**config.mk**
```make
export PLATFORM = sky130hd
export DESIGN_NAME = burst_cmd_issuer
export DESIGN_NICKNAME = d
export VERILOG_FILES = /design/src/rtl/bci_pkg.sv /design/src/rtl/bci_fifo.sv /design/src/rtl/bci_sched.sv /design/src/rtl/burst_cmd_issuer.sv
export SDC_FILE = /design/constraint.sdc
export NUM_CORES = 1
export LEC_CHECK = 0
export BUFFER_PORTS_ARGS = -buffer_cell sky130_fd_sc_hd__buf_2
export CAP_MARGIN = 10
export CELL_PAD_IN_SITES_DETAIL_PLACEMENT = 1
export CELL_PAD_IN_SITES_GLOBAL_PLACEMENT = 2
export CORE_ASPECT_RATIO = 0.75
export CORE_MARGIN = 5
export CORE_UTILIZATION = 42
export CTS_BUF_LIST = sky130_fd_sc_hd__clkbuf_2 sky130_fd_sc_hd__clkbuf_4 sky130_fd_sc_hd__clkbuf_8
export DETAILED_ROUTE_END_ITERATION = 7
export PLACE_DENSITY = 0.8
export SLEW_MARGIN = 10
export SYNTH_ARGS = -nofsm -noshare
export SYNTH_HDL_FRONTEND = slang
export SYNTH_SLANG_ARGS = --single-unit
export TNS_END_PERCENT = 50
```
**constraint.sdc**
```tcl
create_clock -name clk -period 7.1 [get_ports clk]
set_clock_uncertainty 0.15 [all_clocks]
set_input_delay 0.71 -clock clk [delete_from_list [all_inputs] [get_ports clk]]
set_output_delay 0.71 -clock clk [all_outputs]
set_load 0.01 [all_outputs]
```
**src/rtl/bci_pkg.sv**
```systemverilog
`timescale 1ns/1ps
package bci_pkg;
  localparam logic [1:0] CMD_WR = 2'b00;
  localparam logic [1:0] CMD_RD = 2'b01;
endpackage

```
**src/rtl/bci_fifo.sv**
```systemverilog
`timescale 1ns/1ps
module bci_fifo #(
  parameter int WIDTH = 8,
  parameter int DEPTH = 4
) (
  input  logic             clk,
  input  logic             rst,
  input  logic             in_valid,
  output logic             in_ready,
  input  logic [WIDTH-1:0] in_data,
  output logic             out_valid,
  output logic [WIDTH-1:0] out_data,
  input  logic             pop
);
  localparam int PW = (DEPTH > 1) ? $clog2(DEPTH) : 1;
  localparam int CW = $clog2(DEPTH + 1);
  localparam logic [CW-1:0] FULL = CW'(DEPTH);
  localparam logic [PW-1:0] LAST = PW'(DEPTH - 1);

  logic [WIDTH-1:0] mem [DEPTH];
  logic [PW-1:0]    wp, rp;
  logic [CW-1:0]    cnt;
  logic             push;

  assign in_ready  = (cnt != FULL);
  assign out_valid = (cnt != '0);
  assign out_data  = mem[rp];
  assign push      = in_valid && in_ready;

  always_ff @(posedge clk) begin
    if (push) mem[wp] <= in_data;
  end

  always_ff @(posedge clk) begin
    if (rst) begin
      wp  <= '0;
      rp  <= '0;
      cnt <= '0;
    end else begin
      if (push) wp <= (wp == LAST) ? '0 : wp + 1'b1;
      if (pop)  rp <= (rp == LAST) ? '0 : rp + 1'b1;
      case ({push, pop})
        2'b10:   cnt <= cnt + 1'b1;
        2'b01:   cnt <= cnt - 1'b1;
        default: cnt <= cnt;
      endcase
    end
  end

  // the scheduler only takes from a queue that holds something
  a_r10_pop_nonempty: assert property (@(posedge clk) disable iff (rst)
    pop |-> (cnt != '0));
  // a full queue with nothing leaving stays full (no request slips in)
  a_r10_full_holds: assert property (@(posedge clk) disable iff (rst)
    ((cnt == FULL) && !pop) |=> (cnt == FULL));
endmodule

```
**src/rtl/bci_sched.sv**
```systemverilog
`timescale 1ns/1ps
module bci_sched
  import bci_pkg::*;
#(
  parameter int AW = 12,
  parameter int BW = 3,
  parameter int DW = 16,
  parameter int MW = 2
) (
  input  logic          clk,
  input  logic          rst,
  input  logic          burst8,
  input  logic          wr_valid,
  input  logic [AW-1:0] wr_addr,
  input  logic [BW-1:0] wr_bank,
  input  logic [DW-1:0] wr_d0,
  input  logic [MW-1:0] wr_m0,
  input  logic [DW-1:0] wr_d1,
  input  logic [MW-1:0] wr_m1,
  output logic          wr_pop,
  input  logic          rd_valid,
  input  logic [AW-1:0] rd_addr,
  input  logic [BW-1:0] rd_bank,
  output logic          rd_pop,
  output logic          cmd_en,
  output logic [1:0]    cmd_code,
  output logic [AW-1:0] cmd_addr,
  output logic [BW-1:0] cmd_bank,
  output logic          wdata_en,
  output logic [DW-1:0] wdata,
  output logic [MW-1:0] wmask
);
  logic          hold_q;      // second write beat goes out next cycle
  logic [DW-1:0] beat2_d_q;
  logic [MW-1:0] beat2_m_q;
  logic          take_wr, take_rd;

  always_comb begin
    take_wr = wr_valid && !hold_q;
    take_rd = rd_valid && !take_wr;
  end

  assign wr_pop = take_wr;
  assign rd_pop = take_rd;

  always_ff @(posedge clk) begin
    if (rst) begin
      cmd_en    <= 1'b0;
      cmd_code  <= CMD_RD;
      cmd_addr  <= '0;
      cmd_bank  <= '0;
      wdata_en  <= 1'b0;
      wdata     <= '0;
      wmask     <= '0;
      hold_q    <= 1'b0;
      beat2_d_q <= '0;
      beat2_m_q <= '0;
    end else begin
      cmd_en   <= take_wr || take_rd;
      cmd_code <= take_wr ? CMD_WR : CMD_RD;
      if (take_wr) begin
        cmd_addr <= wr_addr;
        cmd_bank <= wr_bank;
      end else if (take_rd) begin
        cmd_addr <= rd_addr;
        cmd_bank <= rd_bank;
      end else begin
        cmd_addr <= '0;
        cmd_bank <= '0;
      end

      if (hold_q) begin
        wdata_en <= 1'b1;
        wdata    <= beat2_d_q;
        wmask    <= beat2_m_q;
        hold_q   <= 1'b0;
      end else if (take_wr) begin
        wdata_en  <= 1'b1;
        wdata     <= wr_d0;
        wmask     <= wr_m0;
        hold_q    <= burst8;
        beat2_d_q <= wr_d1;
        beat2_m_q <= wr_m1;
      end else begin
        wdata_en <= 1'b0;
        wdata    <= '0;
        wmask    <= '0;
      end
    end
  end

  // only the two defined codes go out with the strobe
  a_r2_code_legal: assert property (@(posedge clk) disable iff (rst)
    cmd_en |-> ((cmd_code == CMD_WR) || (cmd_code == CMD_RD)));
  // a write command always carries a data beat
  a_r4_write_beat: assert property (@(posedge clk) disable iff (rst)
    (cmd_en && (cmd_code == CMD_WR)) |-> wdata_en);
  // second beat follows, with no write command in that slot
  a_r5_gap_no_write: assert property (@(posedge clk) disable iff (rst)
    hold_q |=> (wdata_en && !(cmd_en && (cmd_code == CMD_WR))));
  // data alongside a read can only be a second beat
  a_r3_read_no_first_beat: assert property (@(posedge clk) disable iff (rst)
    (cmd_en && (cmd_code == CMD_RD) && wdata_en) |-> $past(hold_q));
  // a queued read fills the gap
  a_r6_gap_read: assert property (@(posedge clk) disable iff (rst)
    (hold_q && rd_valid) |=> (cmd_en && (cmd_code == CMD_RD)));
  // a free slot with a queued write carries that write
  a_r7_write_first: assert property (@(posedge clk) disable iff (rst)
    (!hold_q && wr_valid) |=> (cmd_en && (cmd_code == CMD_WR)));
  // no data strobe without a command or a pending second beat
  a_r9_idle_quiet: assert property (@(posedge clk) disable iff (rst)
    (!cmd_en && !$past(hold_q)) |-> !wdata_en);
endmodule

```
**src/rtl/burst_cmd_issuer.sv**
```systemverilog
`timescale 1ns/1ps
module burst_cmd_issuer #(
  parameter int AW    = 12,
  parameter int BW    = 3,
  parameter int DW    = 16,
  parameter int MW    = DW / 8,
  parameter int DEPTH = 4
) (
  input  logic          clk,
  input  logic          rst,
  input  logic          burst8,
  input  logic          wr_in_valid,
  output logic          wr_in_ready,
  input  logic [AW-1:0] wr_in_addr,
  input  logic [BW-1:0] wr_in_bank,
  input  logic [DW-1:0] wr_in_data0,
  input  logic [MW-1:0] wr_in_mask0,
  input  logic [DW-1:0] wr_in_data1,
  input  logic [MW-1:0] wr_in_mask1,
  input  logic          rd_in_valid,
  output logic          rd_in_ready,
  input  logic [AW-1:0] rd_in_addr,
  input  logic [BW-1:0] rd_in_bank,
  output logic          cmd_en,
  output logic [1:0]    cmd_code,
  output logic [AW-1:0] cmd_addr,
  output logic [BW-1:0] cmd_bank,
  output logic          wdata_en,
  output logic [DW-1:0] wdata,
  output logic [MW-1:0] wmask
);
  localparam int WW = AW + BW + 2 * DW + 2 * MW;
  localparam int RW = AW + BW;

  logic [WW-1:0] wq_head;
  logic [RW-1:0] rq_head;
  logic          wq_valid, rq_valid, wq_pop, rq_pop;
  logic [AW-1:0] w_addr, r_addr;
  logic [BW-1:0] w_bank, r_bank;
  logic [DW-1:0] w_d0, w_d1;
  logic [MW-1:0] w_m0, w_m1;

  bci_fifo #(.WIDTH(WW), .DEPTH(DEPTH)) u_wq (
    .clk(clk), .rst(rst),
    .in_valid(wr_in_valid), .in_ready(wr_in_ready),
    .in_data({wr_in_addr, wr_in_bank, wr_in_data0, wr_in_mask0, wr_in_data1, wr_in_mask1}),
    .out_valid(wq_valid), .out_data(wq_head), .pop(wq_pop)
  );

  bci_fifo #(.WIDTH(RW), .DEPTH(DEPTH)) u_rq (
    .clk(clk), .rst(rst),
    .in_valid(rd_in_valid), .in_ready(rd_in_ready),
    .in_data({rd_in_addr, rd_in_bank}),
    .out_valid(rq_valid), .out_data(rq_head), .pop(rq_pop)
  );

  assign {w_addr, w_bank, w_d0, w_m0, w_d1, w_m1} = wq_head;
  assign {r_addr, r_bank} = rq_head;

  bci_sched #(.AW(AW), .BW(BW), .DW(DW), .MW(MW)) u_sched (
    .clk(clk), .rst(rst), .burst8(burst8),
    .wr_valid(wq_valid), .wr_addr(w_addr), .wr_bank(w_bank),
    .wr_d0(w_d0), .wr_m0(w_m0), .wr_d1(w_d1), .wr_m1(w_m1), .wr_pop(wq_pop),
    .rd_valid(rq_valid), .rd_addr(r_addr), .rd_bank(r_bank), .rd_pop(rq_pop),
    .cmd_en(cmd_en), .cmd_code(cmd_code), .cmd_addr(cmd_addr), .cmd_bank(cmd_bank),
    .wdata_en(wdata_en), .wdata(wdata), .wmask(wmask)
  );
endmodule

```
==> qor.yml <==
fin_ws_ns: 4.31
grt_pass1_wl_um: 39400
grt_start_max_net_pins: 52
port_buffers: 108
core_region_area_um2: 28200
finalSetupTns_ns: 0
crit_type: "reg -> reg"
drv_cap: 0
num_rows: 53
clkLatencyLatePin_ns: 0.60
ir_worst_vdd_mv: 0.177
final_cell_mix: "264 x edfxtp_1, 108 x buf_2, 71 x dfxtp_1"
clk_pin_slew_worst_paths_ns: 0.07
finalPower_mw: 5.36
path_max_fanout: 5
antenna_found_initial: 5
dpl_worst_slack_ns: 4.23
synthCells: 581
tightest_slew_ns: 1.11
drtAntennaViolNets: 0
post_cts_buffers: 0
r2r_setup_slack_ns: 4.31
cts_hold_buf: 0
clock_path_buffers: 3
hpwl_um: 16100
syn_to_final_growth_pct: 16.3
via_per_inst: 5.21
synth_top_flop_cell: "edfxtp_1"
r2r_cells: 8
cp-start-kind: "flip-flop"
fillCellCount: 2629
cp.arrival_ns: 3.16
min_period_ns: 2.79
rsz0062_at_grt: "false"
p_leak_nw: 4.92
yosysUniqueCellTypes: 36
drc: 0
cp-endpoint: "u_rq.cnt[2]"
timing.rr.end: "u_rq.cnt[2]"
cts_tree: "yes"
r2r_start: "u_wq.cnt[0]"
p_per_area_nw_per_um2: 379
wire_per_inst_um: 22.3
netlist_area_um2: 12200
status: "completed"
syn_nets: 666
fmaxAchievable_mhz: 358
die_height_um: 157
synth.avg_cell_area_um2: 20.9
cp-startpoint: "u_wq.cnt[0]"
cts_made_buffers: 50
synth-seq-cells: 337
grt_overflow_total: 0
yosysSeqAreaShare: 0.773
initial_core_util: 0.430
synth_edf_count: 264
hold_viol: 0
h-tree-depth: 2
final_nets: 801
wl_um: 25500
drv_slew: 0
cts-root-buf: "clkbuf_8"
synthArstFlopShare: 0
yosys_warnings: 0
routed-via-count: 5964
required_ns: 7.46
grt_pass1_vias: 6816
finalCritPeriodShare: 0.393
final_common_cell: "edfxtp_1"
drive_gt1_frac: 0.384
finalSetupViolCount: 0
place_congestion: 0.759
die-area_um2: 32500
grt.total_usage: 0.160
timing.slew.headroom: 0.255
ctsResizeCount: 0
io_pins: 110
first_pass_iters: 4
crit_path_end_kind: "flip-flop"
hold_class: "in -> reg"
dr.first_iter.drc_count: 259
die_w_um: 206
cts_sinks: 337
worst min-delay path by stage:
| stage | start | end | slack (ns) | depth (start not counted) |
|---|---|---|---|---|
| after global placement | u_sched.beat2_d_q[8] | u_sched.wdata[8] | 0.31 | 1 |
| after CTS | rd_in_addr[2] | u_rq.mem[3][5] | 0.13 | 1 |
| after global routing | rd_in_addr[2] | u_rq.mem[3][5] | 0.14 | 1 |
| final | rd_in_addr[2] | u_rq.mem[3][5] | 0.17 | 1 |
| after detailed placement | u_sched.beat2_m_q[1] | u_sched.wmask[1] | 0.32 | 1 |
| after floorplan | u_sched.beat2_d_q[12] | u_sched.wdata[12] | 0.29 | 1 |
metal layers:
metal | share of wire | up-vias | global-route usage
met5 | 0.0010 | - | 0
met4 | 0.024 | 6 | 0.0535
met3 | 0.061 | 49 | 0.0426
met2 | 0.49 | 156 | 0.265
met1 | 0.43 | 3105 | 0.207
li1 | - | 2648 | -
through the flow:
step / hold WS [ns] / cells / cell area (um^2) / utilization
after CTS: 0.132 / 1143 / 14100 / 0.500
after floorplan: 0.293 / 581 / 12200 / -
after global routing: 0.138 / 1145 / 14100 / 0.500
after global placement: 0.315 / 1049 / 13100 / 0.463
final: 0.174 / 1145 / 14100 / 0.500
after detailed placement: 0.319 / 1049 / 13100 / 0.463
critical path, stage by stage, from the launching register on:
cell and delay (ns):
dfxtp_1 0.34, or3_1 0.52, a21oi_1 0.37, ha_1 0.27, inv_1 0.07, fa_1 0.37
xor2_1 0.17, or3_1 0.33, a21oi_1 0.14
registers in the layout, indices dropped and copies added (netlist names), 3 cells and up, named ones only:
signal and count:
u_rq.cnt 3, u_rq.mem 60, u_sched.beat2_d_q 16, u_sched.cmd_addr 12, u_sched.cmd_bank 3, u_sched.wdata 16
u_wq.cnt 3, u_wq.mem 204
power by group:
group	internal (mW)	total, mW	switching, mW
Sequential	2.45	2.65	0.205
Clock	0.855	1.60	0.743
Combinational	0.538	1.11	0.569
Total	3.84	5.36	1.52
synth_stat cells, types with 3 or more instances:
cell type,number,area share
o21ai_0,4,0.0016
buf_2,8,0.0033
inv_1,12,0.0037
a22o_1,41,0.030
nand3_1,5,0.0021
and3_1,8,0.0041
nor2_1,8,0.0025
dfxtp_1,73,0.12
edfxtp_1,264,0.65
a22o_2,10,0.0082
mux4_2,66,0.12
or3_1,3,0.0015
nand2_1,3,0.00093
buf_1,4,0.0012
clkbuf_1,15,0.0046
a21oi_1,13,0.0054
ha_1,12,0.012
xor2_1,4,0.0029
a21o_1,4,0.0025
nor3_1,3,0.0012
cells by family after synthesis:
| family | Yosys count | synth area share |
|---|---|---|
| simple gates | 39 | 0.0178 |
| xor+xnor | 4 | 0.00288 |
| fa+ha+maj | 14 | 0.0157 |
| buf+inv | 44 | 0.0163 |
| flops | 337 | 0.773 |
| compound gates | 74 | 0.0503 |
| mux | 68 | 0.124 |
| other cells | 1 | 0.000309 |
final cells by class:
| type | instances | area, um^2 | area share |
|---|---|---|---|
| tap | 385 | 482 | 0.0341 |
| clock inverter | 20 | 143 | 0.0101 |
| multi-input combinational | 200 | 2570 | 0.182 |
| sequential | 337 | 9390 | 0.665 |
| inverter | 13 | 48.8 | 0.00345 |
| timing repair buffer | 114 | 586 | 0.0415 |
| clock buffer | 74 | 893 | 0.0632 |
| antenna | 2 | 5.00 | 0.000354 |
Note: power is estimated with default switching activity, not from simulation.
